==> config.mk <==
export PLATFORM = sky130hd
export DESIGN_NAME = ir_pw_rx
export DESIGN_NICKNAME = d
export VERILOG_FILES = /design/src/rtl/ir_pw_pkg.sv /design/src/rtl/ir_pw_input_cond.sv /design/src/rtl/ir_pw_demod.sv /design/src/rtl/ir_pw_fifo.sv /design/src/rtl/ir_pw_rx.sv
export SDC_FILE = /design/constraint.sdc
export NUM_CORES = 1
export LEC_CHECK = 0
export CORE_ASPECT_RATIO = 0.8
export CORE_UTILIZATION = 34
export CTS_CLUSTER_SIZE = 30
export DETAILED_ROUTE_END_ITERATION = 7
export HOLD_SLACK_MARGIN = 0.08
export PLACE_DENSITY = 0.48
export SLEW_MARGIN = 20
export SYNTH_ARGS = -nofsm -noshare
export SYNTH_HDL_FRONTEND = slang
export SYNTH_SLANG_ARGS = --single-unit
==> constraint.sdc <==
create_clock -name clk -period 6.1 [get_ports clk]
set_clock_uncertainty 0.2 [all_clocks]
set_input_delay 1.83 -clock clk [delete_from_list [all_inputs] [get_ports clk]]
set_output_delay 1.83 -clock clk [all_outputs]
set_load 0.05 [all_outputs]
==> src/rtl/ir_pw_pkg.sv <==
package ir_pw_pkg;
  typedef enum logic [1:0] {
    EDG_OFF  = 2'b00,
    EDG_FALL = 2'b01,
    EDG_RISE = 2'b10,
    EDG_ANY  = 2'b11
  } edge_mode_e;

  localparam int CARRIER_TICKS = 16;
  localparam int TOL_NARROW    = 3;
  localparam int TOL_WIDE      = 4;
endpackage

==> src/rtl/ir_pw_input_cond.sv <==
module ir_pw_input_cond #(
  parameter int LPF_W = 16
) (
  input  logic             clk,
  input  logic             rst,
  input  logic             line_in,
  input  logic [LPF_W-1:0] lpf_count,
  output logic             level_out
);
  logic             sync1, sync2;
  logic [LPF_W-1:0] run;

  always_ff @(posedge clk) begin
    if (rst) begin
      sync1     <= 1'b0;
      sync2     <= 1'b0;
      level_out <= 1'b0;
      run       <= '0;
    end else begin
      sync1 <= line_in;
      sync2 <= sync1;
      if (lpf_count == '0) begin
        level_out <= sync2;
        run       <= '0;
      end else if (sync2 == level_out) begin
        run <= '0;
      end else if (run == lpf_count - LPF_W'(1)) begin
        level_out <= sync2;
        run       <= '0;
      end else begin
        run <= run + LPF_W'(1);
      end
    end
  end
endmodule

==> src/rtl/ir_pw_demod.sv <==
module ir_pw_demod
  import ir_pw_pkg::*;
#(
  parameter int CARR = CARRIER_TICKS
) (
  input  logic       clk,
  input  logic       rst,
  input  logic       enable,
  input  logic       tick,
  input  logic       carrier_in,
  input  logic [1:0] win_sel,
  output logic       mark_out
);
  localparam int GAP_W = $clog2(2 * CARR) + 1;
  localparam logic [GAP_W-1:0] GAP_SAT = GAP_W'(2 * CARR - 1);

  logic             car_d;
  logic [GAP_W-1:0] gap, spacing, lo_lim, hi_lim;
  logic             car_edge;

  assign car_edge = carrier_in & ~car_d;
  assign spacing  = gap + GAP_W'(tick);
  assign lo_lim   = GAP_W'(CARR - (win_sel[0] ? TOL_WIDE : TOL_NARROW));
  assign hi_lim   = GAP_W'(CARR + (win_sel[1] ? TOL_WIDE : TOL_NARROW));

  always_ff @(posedge clk) begin
    if (rst) begin
      car_d    <= 1'b0;
      gap      <= GAP_SAT;
      mark_out <= 1'b0;
    end else begin
      car_d <= carrier_in;
      if (!enable) begin
        gap      <= GAP_SAT;
        mark_out <= 1'b0;
      end else if (car_edge) begin
        gap <= '0;
        if (spacing >= lo_lim && spacing <= hi_lim) mark_out <= 1'b1;
      end else if (tick) begin
        if (gap != GAP_SAT) gap <= gap + GAP_W'(1);
        if (spacing > hi_lim) mark_out <= 1'b0;
      end
    end
  end
endmodule

==> src/rtl/ir_pw_fifo.sv <==
module ir_pw_fifo #(
  parameter int W     = 17,
  parameter int DEPTH = 8
) (
  input  logic                   clk,
  input  logic                   rst,
  input  logic                   clr,
  input  logic                   wr,
  input  logic [W-1:0]           wdata,
  input  logic                   rd,
  output logic [W-1:0]           rdata,
  output logic [$clog2(DEPTH):0] count,
  output logic                   full
);
  localparam int AW = $clog2(DEPTH);

  logic [W-1:0]  mem [DEPTH];
  logic [AW-1:0] wptr, rptr;
  logic          do_wr, do_rd;

  assign full  = (count == (AW+1)'(DEPTH));
  assign do_wr = wr && !full;
  assign do_rd = rd && (count != '0);
  assign rdata = mem[rptr];

  always_ff @(posedge clk) begin
    if (do_wr) mem[wptr] <= wdata;
  end

  always_ff @(posedge clk) begin
    if (rst || clr) begin
      wptr  <= '0;
      rptr  <= '0;
      count <= '0;
    end else begin
      if (do_wr) wptr <= (wptr == AW'(DEPTH - 1)) ? '0 : wptr + AW'(1);
      if (do_rd) rptr <= (rptr == AW'(DEPTH - 1)) ? '0 : rptr + AW'(1);
      count <= count + (AW+1)'(do_wr) - (AW+1)'(do_rd);
    end
  end
endmodule

==> src/rtl/ir_pw_rx.sv <==
module ir_pw_rx
  import ir_pw_pkg::*;
#(
  parameter int DIV_W = 16,
  parameter int LPF_W = 16,
  parameter int CNT_W = 16,
  parameter int DEPTH = 8
) (
  input  logic             clk,
  input  logic             rst,
  input  logic             ir_in,
  input  logic             tx_loop_in,
  input  logic             loopback,
  input  logic             rx_en,
  input  logic             fifo_en,
  input  logic [1:0]       edge_sel,
  input  logic             demod_en,
  input  logic [1:0]       win_sel,
  input  logic [DIV_W-1:0] clk_div,
  input  logic [LPF_W-1:0] lpf_count,
  input  logic             no_load,
  input  logic             wm_not_empty,
  input  logic             svc_ie,
  input  logic             to_ie,
  input  logic             ovr_ie,
  input  logic             rd_en,
  output logic [CNT_W+1:0] rd_data,
  output logic             svc_req,
  output logic             timeout,
  output logic             overrun,
  output logic             busy,
  output logic             irq
);
  localparam int WORD_W = CNT_W + 1;
  localparam int CW     = $clog2(DEPTH) + 1;
  localparam logic [CNT_W-1:0] CNT_MAX = '1;

  logic [DIV_W-1:0]  div_cnt;
  logic              tick, filt, mark, lvl, lvl_d;
  logic              rise, fall, hit, ovf, push;
  logic              running;
  logic [1:0]        quad;
  logic [CNT_W-1:0]  width;
  logic [WORD_W-1:0] push_word, head_word;
  logic [CW-1:0]     fill;
  logic              fifo_full;

  ir_pw_input_cond #(.LPF_W(LPF_W)) u_cond (
    .clk(clk), .rst(rst), .line_in(loopback ? tx_loop_in : ir_in),
    .lpf_count(lpf_count), .level_out(filt)
  );

  ir_pw_demod #(.CARR(CARRIER_TICKS)) u_demod (
    .clk(clk), .rst(rst), .enable(rx_en && demod_en), .tick(tick),
    .carrier_in(filt), .win_sel(win_sel), .mark_out(mark)
  );

  // tick generator
  assign tick = rx_en && (div_cnt == clk_div);
  always_ff @(posedge clk) begin
    if (rst || !rx_en || tick) div_cnt <= '0;
    else                       div_cnt <= div_cnt + DIV_W'(1);
  end

  // width timer
  assign lvl  = demod_en ? mark : filt;
  assign rise = lvl & ~lvl_d;
  assign fall = ~lvl & lvl_d;
  assign hit  = rx_en && ((edge_sel[1] && rise) || (edge_sel[0] && fall));
  assign ovf  = running && tick && (quad == 2'd3) && (width == CNT_MAX);

  always_comb begin
    push      = 1'b0;
    push_word = '0;
    if (hit && running) begin
      push      = 1'b1;
      push_word = {lvl_d, width};
    end else if (ovf && !no_load) begin
      push      = 1'b1;
      push_word = {1'b1, CNT_MAX};
    end
  end

  always_ff @(posedge clk) begin
    if (rst) begin
      lvl_d   <= 1'b0;
      running <= 1'b0;
      quad    <= '0;
      width   <= '0;
      timeout <= 1'b0;
    end else begin
      lvl_d <= lvl;
      if (!rx_en) begin
        running <= 1'b0;
        timeout <= 1'b0;
      end else if (hit) begin
        running <= 1'b1;
        quad    <= '0;
        width   <= '0;
      end else if (ovf) begin
        running <= 1'b0;
        timeout <= 1'b1;
      end else if (running && tick) begin
        quad <= quad + 2'd1;
        if (quad == 2'd3) width <= width + CNT_W'(1);
      end
    end
  end

  ir_pw_fifo #(.W(WORD_W), .DEPTH(DEPTH)) u_fifo (
    .clk(clk), .rst(rst), .clr(!fifo_en), .wr(push && rx_en && fifo_en),
    .wdata(push_word), .rd(rd_en), .rdata(head_word), .count(fill),
    .full(fifo_full)
  );

  always_ff @(posedge clk) begin
    if (rst || !fifo_en)                         overrun <= 1'b0;
    else if (push && rx_en && fifo_full)         overrun <= 1'b1;
  end

  assign rd_data = {fill != '0, head_word};
  assign svc_req = wm_not_empty ? (fill != '0) : (fill >= CW'(DEPTH / 2));
  assign busy    = running;

  always_ff @(posedge clk) begin
    if (rst) irq <= 1'b0;
    else     irq <= (svc_req && svc_ie) || (timeout && to_ie) || (overrun && ovr_ie);
  end
endmodule

# Yosys cells after proc, flatten, opt, wreduce, memory -nomap -nowiden
# Memories as Yosys holds them, arrays and structs flattened. A register that Yosys moved wholly into a read port is not among the register bits.
# Cells that the tools add are included.
[totals] reg_bits=76 latch_bits=0 ram_bits=136 romBits=0 inputBits=50 output_inout_bits=23 wordCells=141 memories=1
[classes] addsub=13 multipliers=0 n_div=0 order_cmp=4 n_eq_ne=12 shifts=0 mux=34 bitwise=9 reduce_logical=49
[mem_list] memory="u_fifo.mem" depth=8 width=17 rd=1 rd_ports_with_merged_regs=1 wr=1 line_no="ir_pw_fifo.sv:17" text="logic [W-1:0] mem [DEPTH];"
[op_table] operator="16-bit 2-to-1 mux" count=4
[op_table] operator="16-bit by 1-bit adder with 16-bit output, second input constant" count=3
[op_table] operator="17-bit 2-to-1 mux" count=2
[op_table] operator="16-bit equality test" count=2
[op_table] operator="1-bit logical AND" count=19
[op_table] operator="3-bit 2-to-1 mux" count=6
[op_table] operator="16-bit equality test, second input constant" count=1
[op_table] operator="16-bit zero test" count=1
[op_table] operator="1-bit 2-to-1 mux" count=16
[op_table] operator="16-bit by 1-bit subtractor with 16-bit output, second input constant" count=1
[op_table] operator="5-bit 2-to-1 mux" count=3
[op_table] operator="2-bit nonzero test" count=7
[op_table] operator="2-bit AND reduction" count=4
[op_table] operator="3-bit by 1-bit adder with 3-bit output, second input constant" count=2
[op_table] operator="6-bit by 1-bit adder with 6-bit output" count=1
[op_table] operator="6-bit by 1-bit adder with 6-bit output, second input constant" count=1
[op_table] operator="6-bit adder, first input constant" count=1
[op_table] operator="3-bit equality test, second input constant" count=2
[op_table] operator="6-bit >= comparator" count=1
[op_table] operator="6-bit > comparator" count=1
[op_table] operator="6-bit less-or-equal comparator" count=1
[op_table] operator="1-bit logical OR" count=6
[op_table] operator="2-bit 2-to-1 mux" count=3
[op_table] operator="6-bit by 5-bit != test with 1-bit output, second input constant" count=1
[op_table] operator="other kinds (19)" count=32

# Logic depth before layout (Yosys ltp)
[depth] word_depth=13 ltp_mapped=14 ltp_nobuf=13

# By module
# Synthesis repeated with hierarchy kept, for this count alone.
[unflattened] cells_unflattened=797 hier_area_um2=10189.8
[modules_own_cells] mod="ir_pw_fifo" instances=1 cells_per_inst=275 area_each_um2=5891.9 seq_area_each_um2=4344.2
[modules_own_cells] mod="ir_pw_rx" instances=1 cells_per_inst=280 area_each_um2=2222.1 seq_area_each_um2=780.7
[modules_own_cells] mod="ir_pw_input_cond" instances=1 cells_per_inst=167 area_each_um2=1405.1 seq_area_each_um2=380.4
[modules_own_cells] mod="ir_pw_demod" instances=1 cells_per_inst=75 area_each_um2=670.6 seq_area_each_um2=160.2

# Worst setup path before layout
# OpenSTA, ideal clock, no wires.
[synth_timing] path_type="input to register" startpoint="in demod_en" endpoint="mem u_fifo.mem[2][0] (enable)" setup_ns=0.441 arrival_time_ns=4.998 t_required_ns=5.459 setup_slack_ns=0.461 stages=8 n_path_buf=1 path_cell_list="mux2i_1 nand3_1 o21ai_0 and3_1 clkbuf_1 a21o_1 nand2_1 nor4b_1"
[synth_via] elab_chain_len=13 elab_cells_between_ends=15 classes_between="mux: 4; bitwise: 3; reduce/logical: 8"
[synth_lines] item="start, declared" line_no="ir_pw_rx.sv:17" text="input logic demod_en,"
[synth_lines] item="1-bit 2-to-1 mux (*)" line_no="ir_pw_rx.sv:66" text="assign lvl = demod_en ? mark : filt;"
[synth_lines] item="1-bit NOT" line_no="ir_pw_rx.sv:68" text="assign fall = ~lvl & lvl_d;"
[synth_lines] item="1-bit bitwise AND" line_no="ir_pw_rx.sv:68"
[synth_lines] item="1-bit logical AND" line_no="ir_pw_rx.sv:69" text="assign hit = rx_en && ((edge_sel[1] && rise) || (edge_sel[0] && fall));"
[synth_lines] item="1-bit logical OR (*)" line_no="ir_pw_rx.sv:69"
[synth_lines] item="1-bit logical AND (*)" line_no="ir_pw_rx.sv:69"
[synth_lines] item="1-bit logical AND (*)" line_no="ir_pw_rx.sv:75" text="if (hit && running) begin"
[synth_lines] item="1-bit 2-to-1 mux (*)" line_no="ir_pw_rx.sv:75"
[synth_lines] item="1-bit logical AND (*) (2 in a row)" line_no="ir_pw_rx.sv:111" text=".clk(clk), .rst(rst), .clr(!fifo_en), .wr(push && rx_en && fifo_en),"
[synth_lines] item="1-bit logical AND (*)" line_no="ir_pw_fifo.sv:22" text="assign do_wr = wr && !full;"
[synth_lines] item="1-bit 2-to-1 mux (*)" line_no="ir_pw_fifo.sv:27" text="if (do_wr) mem[wptr] <= wdata;"
[synth_lines] item="1-bit 2-to-1 mux (not written as such) (*)" line_no="ir_pw_fifo.sv:27"
[synth_lines] item="end, declared" line_no="ir_pw_fifo.sv:17"
# Mark *: on every way between the ends. The rest lies on a longest branch, timed or not.

# Final worst setup path
[layout_timing] startpoint="in wm_not_empty" endpoint="out svc_req"
[layout_via] elab_chain_len=1
[layout_lines] item="start, declared" line_no="ir_pw_rx.sv:22" text="input logic wm_not_empty,"
[layout_lines] item="1-bit 2-to-1 mux" line_no="ir_pw_rx.sv:122" text="assign svc_req = wm_not_empty ? (fill != '0) : (fill >= CW'(DEPTH / 2));"
[layout_lines] item="end, declared" line_no="ir_pw_rx.sv:28" text="output logic svc_req,"
# No other way between the ends.

==> impl_metrics.csv <==
group,metric,value,unit
global_routing,grt_pass1_vias,6574,
cells_and_area,regArea,5670,um^2
worst_setup_path,crit_buf_inv,2,
timing,tightestPinTransition,0.923,ns
timing,setup-tns-final,0,ns
timing,finalCriticalPeriod,5.41,ns
worst_setup_path,r2r_start,"div_cnt[13]",
clock_network,cts_root_buffer,"clkbuf_16",
global_routing,grt_pass1_wl,36800,um
synth,async_flop_share,0,
power,leakage,3.72,nW
floorplanning,initial_utilization,0.345,
synth,ys_ff_latch,215,
worst_setup_path,path_cells,"clkdlybuf4s50_1 > nor2b_1 > a31oi_1 > clkdlybuf4s50_1",
worst_setup_path,cp-start-kind,"input pin",
placement,gp_congestion,0.755,
synth,yosysUniqueCellTypes,65,
route,top_layer_used,"met4",
worst_setup_path,r2r-end,"u_fifo.mem[3][7]",
cells_and_area,final_layout_size_suffix_gt1_frac,0.133,
clock_network,cts.clk_slew.worst_paths,0.06,ns
global_routing,antenna_found_initial,0,
clock_network,cts_hold_buf,0,
outcome,status,"complete, no violations",
worst_setup_path,critPathSlowestCell,"clkdlybuf4s50_1",
route,wl_per_cell,17.4,um
timing,hold_viol,0,
worst_setup_path,cp-endpoint,"svc_req",
route,met1_length,11900,um
clock_network,clockBufferDepth,3,
worst_setup_path,path_max_fanout,2,
route,wirelength,22700,um
timing,fmax,185,MHz
global_routing,grt_max_degree,35,
synth,syn-instance-count,829,
worst_setup_path,arrival,3.38,ns
cells_and_area,final_cell_mix,"edfxtp_1 (136), nand2_1 (81), dfxtp_1 (77), clkdlybuf4s50_1 (72), nor2_1 (66)",
global_routing,grtUsageTotal,0.154,
clock_network,numCtsBuffers,24,
route,drc,0,
floorplanning,core,29300,um^2
synth,ys_warn_count,0,
route,wl_met2,9800,um
worst_setup_path,cp-end-kind,"output port",
cells_and_area,fin_cells,1302,
cells_and_area,final_common_cell,"edfxtp_1",
cells_and_area,fillCellCount,2777,
worst_setup_path,cp-startpoint,"wm_not_empty",
worst_setup_path,crit_required,4.07,ns
worst_setup_path,crit_top_cell,"clkdlybuf4s50_1",
floorplanning,num_io_pins,73,
cells_and_area,multi_input_area,4230,um^2
route,dr.first_iter.drc_count,400,
worst_setup_path,path_class,"input pin to output port",
cells_and_area,syn2layout_area_growth,19.3,%
placement,dp_slack,0.702,ns
placement,io_buffers,72,
route,avgViaCountPerCell,5.10,
route,met3WireLength,647,um
worst_setup_path,crit_family,"buffers and inverters",
route,route.vias.total,6643,
synth,synthTopCellsByArea,"edfxtp_1 (40%), dfxtp_1 (16%), mux4_2 (7.6%), xor2_1 (3.7%), nand2_1 (3.0%)",
clock_network,htreeDepth,1,
placement,hpwl,15100,um
synth,avgSynthCellArea,12.2,um^2
floorplanning,die_y,156,um
timing,layout_setup_ws,0.695,ns
cells_and_area,fin_nets,981,
worst_setup_path,path_depth,4,
run,max_cap_violations,0,
power,ir_drop,0.148,mV
synth,synth_area,10100,um^2
placement,dpl-instance-area,11300,um^2
hold_path,min_path_type,"register to register",
global_routing,grt_overflow,0,
route,drt_first_pass_iters,5,
synth,synth_edf_count,136,
synth,yosysTopAreaCellShare,0.405,
clock_network,cts.sink_count,215,
cells_and_area,fin_util,0.411,
clock_network,cts_tree,"built",
synth,yosysTopAreaCell,"edfxtp_1",
timing,slew_headroom,0.383,
clock_network,cts_setup_buffers,0,
route,postRouteAntennaNets,0,
clock_network,cts_resized,0,
floorplanning,chipWidth,195,um
worst_setup_path,slowest_delay,0.84,ns
synth,ys_seq_area_frac,0.561,
cells_and_area,diodes,0,
timing,min_period_over_period,0.886,
cells_and_area,stdcell_area,12000,um^2
placement,placedCellCount,1259,
power,power_density,264,nW/um^2
floorplanning,rows,56,
synth,synth_flop_cell,"edfxtp_1",
timing,slew_viol_final,0,
worst_setup_path,r2r_setup_slack,2.66,ns
timing,rsz0062_at_grt,"no",
synth,syn-num-nets,902,
floorplanning,die_area,30400,um^2
worst_setup_path,reg2reg_depth,7,
timing,setup_viol,0,
clock_network,worstSkewPairLatency,0.51,ns
## power by group
part           leakage (nW)  switching [mW]  internal, mW
registers              1.58         0.00650          1.54
logic                  1.79           0.158         0.125
clock network         0.348           0.566         0.788
total                  3.72           0.731          2.45
## worst register-to-register path: stages (launching register included)
cell,delay [ns]
dfxtp_1,0.36
xor2_1,0.19
nor4_1,0.41
nand2_1,0.10
nor4b_1,0.41
buf_4,0.23
nand4_1,0.73
nand2_1,0.57
## flip-flops by register name (all words and copies together), names as in the netlist, named ones only
| signal | flops |
|---|---|
| busy | 1 |
| div_cnt | 16 |
| irq | 1 |
| lvl_d | 1 |
| overrun | 1 |
| quad | 2 |
| timeout | 1 |
| u_cond.level_out | 1 |
| u_cond.run | 16 |
| u_cond.sync1 | 1 |
| u_cond.sync2 | 1 |
| u_demod.car_d | 1 |
| u_demod.gap | 6 |
| u_demod.mark_out | 1 |
| u_fifo.count | 4 |
| u_fifo.mem | 136 |
| u_fifo.rptr | 3 |
| u_fifo.wptr | 3 |
| width | 16 |
## synth_stat cells, drive strengths merged, types with 2 or more instances
master and count:
or2 4, nand3 25, a21o 3, and3 15, edfxtp 136, nand4 21, nor2b 9, nand2 81
nor2 66, dfxtp 79, xor2 43, xnor2 34, mux4 34, o31ai 4, mux2 19, a41o 2
nor3 18, mux2i 10, a31o 4, inv 26, clkbuf 27, or3 3, ha 22, and4 3
or4 5, nor3b 2, a211oi 2, nor4 23, nand2b 8, o21ai 18, nand3b 2, o21a 3
a211o 2, a31oi 10, nor4b 10, and2 8, buf 7, a21oi 22
## stage by stage
step,total power [mW],hold WS [ns]
after detailed placement,1.86,0.234
after CTS,3.23,0.252
after global routing,3.31,0.273
after global placement,1.86,0.235
final,3.18,0.243
after floorplan,1.77,0.214
## layer usage
| metal | vias up | global-route usage |
|---|---|---|
| met5 | - | 0 |
| met3 | 34 | 0.0216 |
| met1 | 3273 | 0.227 |
| li1 | 3245 | - |
| met4 | 0 | 0.0344 |
| met2 | 91 | 0.238 |
## how the worst min path moves through the flow
stage / startpoint / end / slack [ns] / depth (start not counted)
detailed placement: u_cond.sync1 / u_cond.sync2 / 0.23 / 1
global route: u_cond.sync1 / u_cond.sync2 / 0.27 / 1
CTS: u_cond.sync1 / u_cond.sync2 / 0.25 / 1
global placement: u_cond.sync1 / u_cond.sync2 / 0.24 / 1
finish: u_cond.sync1 / u_cond.sync2 / 0.24 / 1
floorplan: u_cond.sync1 / u_cond.sync2 / 0.21 / 1
## cells by family (layout without fill, tap and decap cells)
family / after synthesis / after routing / synth area share
mux: 63 / 63 / 0.107
xor+xnor: 77 / 77 / 0.0668
fa+ha+maj: 23 / 23 / 0.0292
compound gates: 83 / 83 / 0.0540
buf+inv: 61 / 157 / 0.0243
simple gates: 307 / 307 / 0.158
flops: 215 / 215 / 0.561
## cell type report
class,instances,share of cell area
flip-flops and latches,215,0.471
multi-input cells,553,0.351
repair buffers,88,0.0698
clock buffers,30,0.0535
well taps,377,0.0392
inverters,26,0.00810
clock inverters,13,0.00758
Power figures use the tool's default switching activity.
